===== src/rtl/xbar_pkg.sv =====
package xbar_pkg;
    typedef enum logic [2:0] {
        PH_IDLE = 3'd0,
        PH_INIT = 3'd1,
        PH_LOAD = 3'd2,
        PH_CONF = 3'd3,
        PH_NAND = 3'd4,
        PH_AND  = 3'd5,
        PH_INV  = 3'd6,
        PH_EMIT = 3'd7
    } phase_e;
endpackage


===== src/rtl/xbar_sop_ctrl.sv =====
module xbar_sop_ctrl
    import xbar_pkg::*;
(
    input  logic   clk,
    input  logic   rst_n,
    input  logic   start_i,
    output phase_e phase_o,
    output logic   done_o,
    output logic   idle_o
);
    phase_e st_q, st_d;

    always_ff @(posedge clk or negedge rst_n) begin
        if (!rst_n) st_q <= PH_IDLE;
        else        st_q <= st_d;
    end

    always_comb begin
        st_d = st_q;
        unique case (st_q)
            PH_IDLE: st_d = start_i ? PH_INIT : PH_IDLE;
            PH_INIT: st_d = PH_LOAD;
            PH_LOAD: st_d = PH_CONF;
            PH_CONF: st_d = PH_NAND;
            PH_NAND: st_d = PH_AND;
            PH_AND:  st_d = PH_INV;
            PH_INV:  st_d = PH_EMIT;
            PH_EMIT: st_d = PH_IDLE;
        endcase
    end

    always_comb begin
        phase_o = st_q;
        done_o  = (st_q == PH_EMIT);
        idle_o  = (st_q == PH_IDLE);
    end

    logic [2:0] st_bits;
    assign st_bits = st_q;

    AST_PHASE_STEP: assert property (@(posedge clk) disable iff (!rst_n)
        (st_q != PH_IDLE && st_q != PH_EMIT) |=> (st_bits == $past(st_bits) + 3'd1));
    AST_EMIT_RETURN: assert property (@(posedge clk) disable iff (!rst_n)
        (st_q == PH_EMIT) |=> (st_q == PH_IDLE));
    AST_START_BUSY: assert property (@(posedge clk) disable iff (!rst_n)
        (st_q != PH_IDLE && start_i) |=> (st_q != PH_INIT));
    AST_DONE_SINGLE: assert property (@(posedge clk) disable iff (!rst_n)
        done_o |=> !done_o);
endmodule


===== src/rtl/xbar_mt_row.sv =====
module xbar_mt_row
    import xbar_pkg::*;
#(
    parameter int N_IN  = 3,
    parameter int N_OUT = 2
) (
    input  logic             clk,
    input  logic             rst_n,
    input  logic             cfg_we_i,
    input  logic [N_IN-1:0]  cfg_mask_i,
    input  logic [N_IN-1:0]  cfg_pol_i,
    input  logic [N_OUT-1:0] cfg_mem_i,
    input  phase_e           ph_i,
    input  logic [N_IN-1:0]  in_pos_i,
    input  logic [N_IN-1:0]  in_neg_i,
    output logic [N_OUT-1:0] mem_o,
    output logic             nand_o
);
    logic [N_IN-1:0]  mask_q, pol_q, lit_q;
    logic [N_OUT-1:0] mem_q;
    logic             nand_q;

    always_ff @(posedge clk or negedge rst_n) begin
        if (!rst_n) begin
            mask_q <= '0;
            pol_q  <= '0;
            mem_q  <= '0;
        end else if (cfg_we_i) begin
            mask_q <= cfg_mask_i;
            pol_q  <= cfg_pol_i;
            mem_q  <= cfg_mem_i;
        end
    end

    for (genvar i = 0; i < N_IN; i++) begin : g_lit
        always_ff @(posedge clk or negedge rst_n) begin
            if (!rst_n)                lit_q[i] <= 1'b1;
            else if (ph_i == PH_INIT)  lit_q[i] <= 1'b1;
            else if (ph_i == PH_CONF)
                lit_q[i] <= mask_q[i] ? (pol_q[i] ? in_pos_i[i] : in_neg_i[i]) : 1'b1;
        end
    end

    always_ff @(posedge clk or negedge rst_n) begin
        if (!rst_n)               nand_q <= 1'b1;
        else if (ph_i == PH_INIT) nand_q <= 1'b1;
        else if (ph_i == PH_NAND) nand_q <= ~&lit_q;
    end

    assign mem_o  = mem_q;
    assign nand_o = nand_q;

    AST_ROW_INIT: assert property (@(posedge clk) disable iff (!rst_n)
        (ph_i == PH_INIT) |=> ((&lit_q) && nand_q));
    AST_ROW_CFG_LOCK: assert property (@(posedge clk) disable iff (!rst_n)
        (ph_i != PH_IDLE) |=> $stable({mask_q, pol_q, mem_q}));
endmodule


===== src/rtl/xbar_out_col.sv =====
module xbar_out_col
    import xbar_pkg::*;
#(
    parameter int N_MT = 4
) (
    input  logic            clk,
    input  logic            rst_n,
    input  phase_e          ph_i,
    input  logic [N_MT-1:0] nand_i,
    input  logic [N_MT-1:0] mem_i,
    output logic            res_o
);
    logic and_q, out_q;

    always_ff @(posedge clk or negedge rst_n) begin
        if (!rst_n) begin
            and_q <= 1'b1;
            out_q <= 1'b1;
        end else begin
            unique case (ph_i)
                PH_INIT: begin
                    and_q <= 1'b1;
                    out_q <= 1'b1;
                end
                PH_AND:  and_q <= &(nand_i | ~mem_i);
                PH_INV:  out_q <= ~and_q;
                default: ;
            endcase
        end
    end

    assign res_o = out_q;

    AST_COL_INIT: assert property (@(posedge clk) disable iff (!rst_n)
        (ph_i == PH_INIT) |=> (and_q && out_q));
    AST_COL_EMPTY: assert property (@(posedge clk) disable iff (!rst_n)
        (ph_i == PH_AND && mem_i == '0) |=> and_q);
endmodule


===== src/rtl/xbar_sop_eval.sv =====
module xbar_sop_eval
    import xbar_pkg::*;
#(
    parameter int N_IN  = 3,
    parameter int N_MT  = 4,
    parameter int N_OUT = 2,
    localparam int IDX_W = (N_MT > 1) ? $clog2(N_MT) : 1
) (
    input  logic             clk,
    input  logic             rst_n,
    input  logic             cfg_we,
    input  logic [IDX_W-1:0] cfg_idx,
    input  logic [N_IN-1:0]  cfg_mask,
    input  logic [N_IN-1:0]  cfg_pol,
    input  logic [N_OUT-1:0] cfg_mem,
    input  logic             start,
    input  logic [N_IN-1:0]  in_vec,
    output logic [2:0]       phase,
    output logic             done,
    output logic [N_OUT-1:0] out_vec
);
    phase_e           ph;
    logic             idle, emit;
    logic [N_IN-1:0]  pos_q, neg_q;
    logic [N_MT-1:0]  nand_w;
    logic [N_OUT-1:0] mem_w [N_MT];
    logic [N_OUT-1:0] res_w, pres_q;

    xbar_sop_ctrl u_ctrl (
        .clk     (clk),
        .rst_n   (rst_n),
        .start_i (start),
        .phase_o (ph),
        .done_o  (emit),
        .idle_o  (idle)
    );

    always_ff @(posedge clk or negedge rst_n) begin
        if (!rst_n) begin
            pos_q <= '1;
            neg_q <= '1;
        end else if (ph == PH_INIT) begin
            pos_q <= '1;
            neg_q <= '1;
        end else if (ph == PH_LOAD) begin
            pos_q <= in_vec;
            neg_q <= ~in_vec;
        end
    end

    for (genvar m = 0; m < N_MT; m++) begin : g_row
        xbar_mt_row #(.N_IN(N_IN), .N_OUT(N_OUT)) u_row (
            .clk        (clk),
            .rst_n      (rst_n),
            .cfg_we_i   (cfg_we && idle && (cfg_idx == IDX_W'(m))),
            .cfg_mask_i (cfg_mask),
            .cfg_pol_i  (cfg_pol),
            .cfg_mem_i  (cfg_mem),
            .ph_i       (ph),
            .in_pos_i   (pos_q),
            .in_neg_i   (neg_q),
            .mem_o      (mem_w[m]),
            .nand_o     (nand_w[m])
        );
    end

    for (genvar o = 0; o < N_OUT; o++) begin : g_col
        logic [N_MT-1:0] col_mem;
        for (genvar m = 0; m < N_MT; m++) begin : g_tap
            assign col_mem[m] = mem_w[m][o];
        end
        xbar_out_col #(.N_MT(N_MT)) u_col (
            .clk    (clk),
            .rst_n  (rst_n),
            .ph_i   (ph),
            .nand_i (nand_w),
            .mem_i  (col_mem),
            .res_o  (res_w[o])
        );
    end

    always_ff @(posedge clk or negedge rst_n) begin
        if (!rst_n)    pres_q <= '0;
        else if (emit) pres_q <= res_w;
    end

    always_comb begin
        phase   = ph;
        done    = emit;
        out_vec = emit ? res_w : pres_q;
    end

    AST_OUT_HOLD: assert property (@(posedge clk) disable iff (!rst_n)
        (!emit && !$past(emit)) |-> $stable(out_vec));
    AST_DONE_IN_EMIT: assert property (@(posedge clk) disable iff (!rst_n)
        done |-> (phase == 3'd7));
endmodule


===== config.mk =====
export PLATFORM = sky130hd
export DESIGN_NAME = xbar_sop_eval
export DESIGN_NICKNAME = d
export VERILOG_FILES = /design/src/rtl/xbar_pkg.sv /design/src/rtl/xbar_sop_ctrl.sv /design/src/rtl/xbar_mt_row.sv /design/src/rtl/xbar_out_col.sv /design/src/rtl/xbar_sop_eval.sv
export SDC_FILE = /design/constraint.sdc
export NUM_CORES = 1
export LEC_CHECK = 0
export ABC_AREA = 0
export BUFFER_PORTS_ARGS = -buffer_cell sky130_fd_sc_hd__buf_4
export CAP_MARGIN = 20
export CORE_MARGIN = 2
export CORE_UTILIZATION = 50
export DETAILED_ROUTE_END_ITERATION = 10
export GPL_TIMING_DRIVEN = 0
export PLACE_DENSITY = 0.72
export SLEW_MARGIN = 0
export SYNTH_ARGS = -nofsm -noshare
export SYNTH_HDL_FRONTEND = slang
export SYNTH_SLANG_ARGS = --single-unit

===== constraint.sdc =====
create_clock -name clk -period 1.8 [get_ports clk]
set_input_delay 0.36 -clock clk [delete_from_list [all_inputs] [get_ports clk]]
set_output_delay 0.36 -clock clk [all_outputs]
set_load 0.1 [all_outputs]

==> results.txt <==
Clock Sinks - 63
Worst Path Class, Setup - reg -> out
Core Area - 5440 um^2
most common cell after layout, fill and taps aside - dfrtp_1
most frequent cells in the layout - dfrtp_1, buf_4, mux2_2, dfstp_2, a31oi_1
biggest cell delay along the critical path - 420 ps
P&R area growth vs syn - 24.5%
Yosys reg bits - 63
Critical-path top delay cell - dfrtp_4
clock root cell - clkbuf_8
worst-path fanout max - 6
post-detailed-route wirelength per cell - 17.7 um
CP Cell Sequence - buf_8 > nand2_4 > nor2_4 > mux2_4 > buf_12
synth unique cells - 31
CP delay by family, top - flip-flops
ANT nets after route - 0
hold slack - 104 ps
clk_lat worst skew - 330 ps
PD cells - 2010 nW/um^2
number of remaining DRC errors - 0
routed vias/inst - 5.50
Comb power frac - 42.3%
Num CTS Buffers - 9
Detailed Route Iter0 Violations - 107
switching pwr - 2.54 mW
Mapped Cells - 205
hpwl dp - 3690 um
Place WS - -62.9 ps
first-pass GRT wire length - 9140 um
H-tree levels - 3
Fmax achieved - 508 MHz
initial antenna violation count - 0
Peak VDD IR - 1200 uV
Final Util - 63.3%
Syn Nets - 222
Clock Power Share - 16.8%
maxcap violations - 0
Die X - 78.4 um
area of the multi-input gates - 1170 um^2
via count - 1794
Startpoint Class - flop
number of global-route vias before repair - 1851
number of synthesis warnings - 0
fin. max-slew vios - 0
Worst Hold Class - in -> async
Port Buffers - 22
Slew HR - 48.5%
Int Pwr - 4.37 mW
Worst-Margin Slew - 772 ps
Data arrival, critical path - 1610 ps
Die ar. - 6140 um^2
routability cong. - 0.751
RSZ-0062 raised after global routing - yes
Leak Pwr - 1.57 nW
starting density of the core - 50.8%
final worst-path cycle share - 109%
worst-case clock buffer depth - 2
register area - 1620 um^2
Die Ht - 78.4 um
CTS tree - yes
io pins - 23
CTS Hold Bufs - 0
setup ws final - -170 ps
switching share of power - 36.7%
reg-to-reg setup timing slack - -20 ps
num rows - 27
Tmin final - 1970 ps
GRT Residual Overflow - 0
Total GRT Usage - 19.7%
Critical Path RT - 1440 ps
1st-pass router iterations - 4
sequential element share of the synthesized area - 58.2%
Reg clk slew, reported paths - 70 ps
Buf/Inv on CP - 2
status - finished with violations
Inserted Diodes - 0
synthesized area per cell - 13.5 um^2
Worst Skew - 5.90 ps
pin count of the biggest net entering global routing - 64
Cell Area, Synth - 2770 um^2
sequential share of power - 40.8%
failing checks - setup timing
fin nets - 266
Final Hold Viols - 0
share of layout cells above drive strength 1 - 50.8%
detailed-route wire length - 5780 um
Finish-stage setup viols - 10
critical path capture point type - output port
fill count - 418
power by group through the flow:
| stage | sequential, mW | combinational (mW) | clock, mW |
|---|---|---|---|
| after global placement | 2.79 | 2.55 | 0 |
| final | 2.82 | 2.93 | 1.16 |
| after floorplan | 2.92 | 1.89 | 0 |
| after CTS | 2.81 | 2.77 | 1.20 |
| after detailed placement | 2.82 | 2.61 | 0 |
| after global routing | 2.90 | 3.14 | 1.25 |
synth_stat cells (all sizes together):
cell type | n | area share (%)
a2bb2oi | 6 | 1.9
or2 | 1 | 0.23
nor4b | 1 | 0.86
clkbuf | 2 | 0.27
inv | 3 | 0.41
a21o | 12 | 3.3
dfrtp | 37 | 33
buf | 7 | 1.5
nand2b | 10 | 2.3
o2bb2ai | 3 | 0.95
a31oi | 14 | 3.2
and3 | 1 | 0.23
nor2b | 1 | 0.23
o2111ai | 2 | 0.63
dfstp | 26 | 25
o21bai | 2 | 0.54
nor3 | 1 | 0.18
xnor2 | 1 | 0.32
mux2i | 12 | 4.3
nand3b | 2 | 0.81
o311ai | 2 | 0.63
mux2 | 38 | 15
a21oi | 1 | 0.18
nand2 | 5 | 0.77
o22ai | 3 | 0.68
nand4 | 4 | 0.90
nor2 | 8 | 1.1
state kept, by name, summed over array words and instances, names as in the netlist:
name                flops
g_row.u_row.mem_o       8
g_row.u_row.pol_q      12
u_ctrl.phase_o          3
pos_q                   3
g_row.u_row.nand_o      4
g_row.u_row.mask_q     12
pres_q                  2
g_row.u_row.lit_q      12
g_col.u_col.res_o       2
g_col.u_col.and_q       2
neg_q                   3
what timing repair did:
action                                  CTS  global route
gates resized for setup                  10             7
setup buffers                             5             8
endpoints found under the setup margin   19            43
pin swaps                                 3             3
per-layer routing:
metal  up-vias  wire length [um]  global-route usage, %
met4         0                94                   7.89
li1        847                 -                      -
met3        11               163                   3.56
met1       902              2660                   26.0
met2        34              2860                   32.3
met5         -                 0                      0
cell families (layout without fill, tap and decap cells):
group | count (synthesis) | count (layout) | synth area share [%]
AO/OA/AOI/OAI | 45 | 45 | 11.9
XOR/XNOR | 1 | 1 | 0.317
buffers and inverters | 12 | 61 | 2.17
flip-flops | 63 | 63 | 58.2
multiplexers | 50 | 50 | 19.8
AND/OR/NAND/NOR | 34 | 34 | 7.56
worst reg2reg max path, cell delays in order, from the launching register on:
cell	delay (ps)
dfrtp_4	490
buf_4	160
nor4b_4	340
and3_1	220
buf_6	180
mux2_4	310
metrics by stage:
stage	TNS [ps]	instances	total power [mW]	area (um^2)
6_report	-403	326	6.91	3440
5_1_grt	-1720	326	7.29	3440
4_1_cts	-1810	319	6.78	3360
3_5_place_dp	-306	299	5.43	3090
3_3_place_gp	-65.3	299	5.34	3090
2_1_floorplan	-2530	205	4.81	2840
layout make-up:
| type | count | share of cell area [%] |
|---|---|---|
| Inverter | 3 | 0.436 |
| Sequential cell | 63 | 47.1 |
| Tap cell | 72 | 2.62 |
| Multi-Input combinational cell | 130 | 34.0 |
| Buffer | 8 | 1.71 |
| Clock inverter | 2 | 0.363 |
| Clock buffer | 14 | 5.31 |
| Timing Repair Buffer | 34 | 8.50 |
worst paths after layout:
path / from / end / cells after the start
min reg2reg: g_row[0].u_row.lit_q[2] / g_row[0].u_row.lit_q[2] / 1
max: u_ctrl.phase_o[2] / out_vec[1] / 5
max in group asynchronous: rst_n / u_ctrl.phase_o[0] / 1
max reg2reg: u_ctrl.phase_o[2] / g_row[3].u_row.pol_q[2] / 5
min: rst_n / g_row[2].u_row.mem_o[0] / 1
min in group clk: start / u_ctrl.phase_o[0] / 3
No activity file was read; power rests on OpenSTA's default activity.
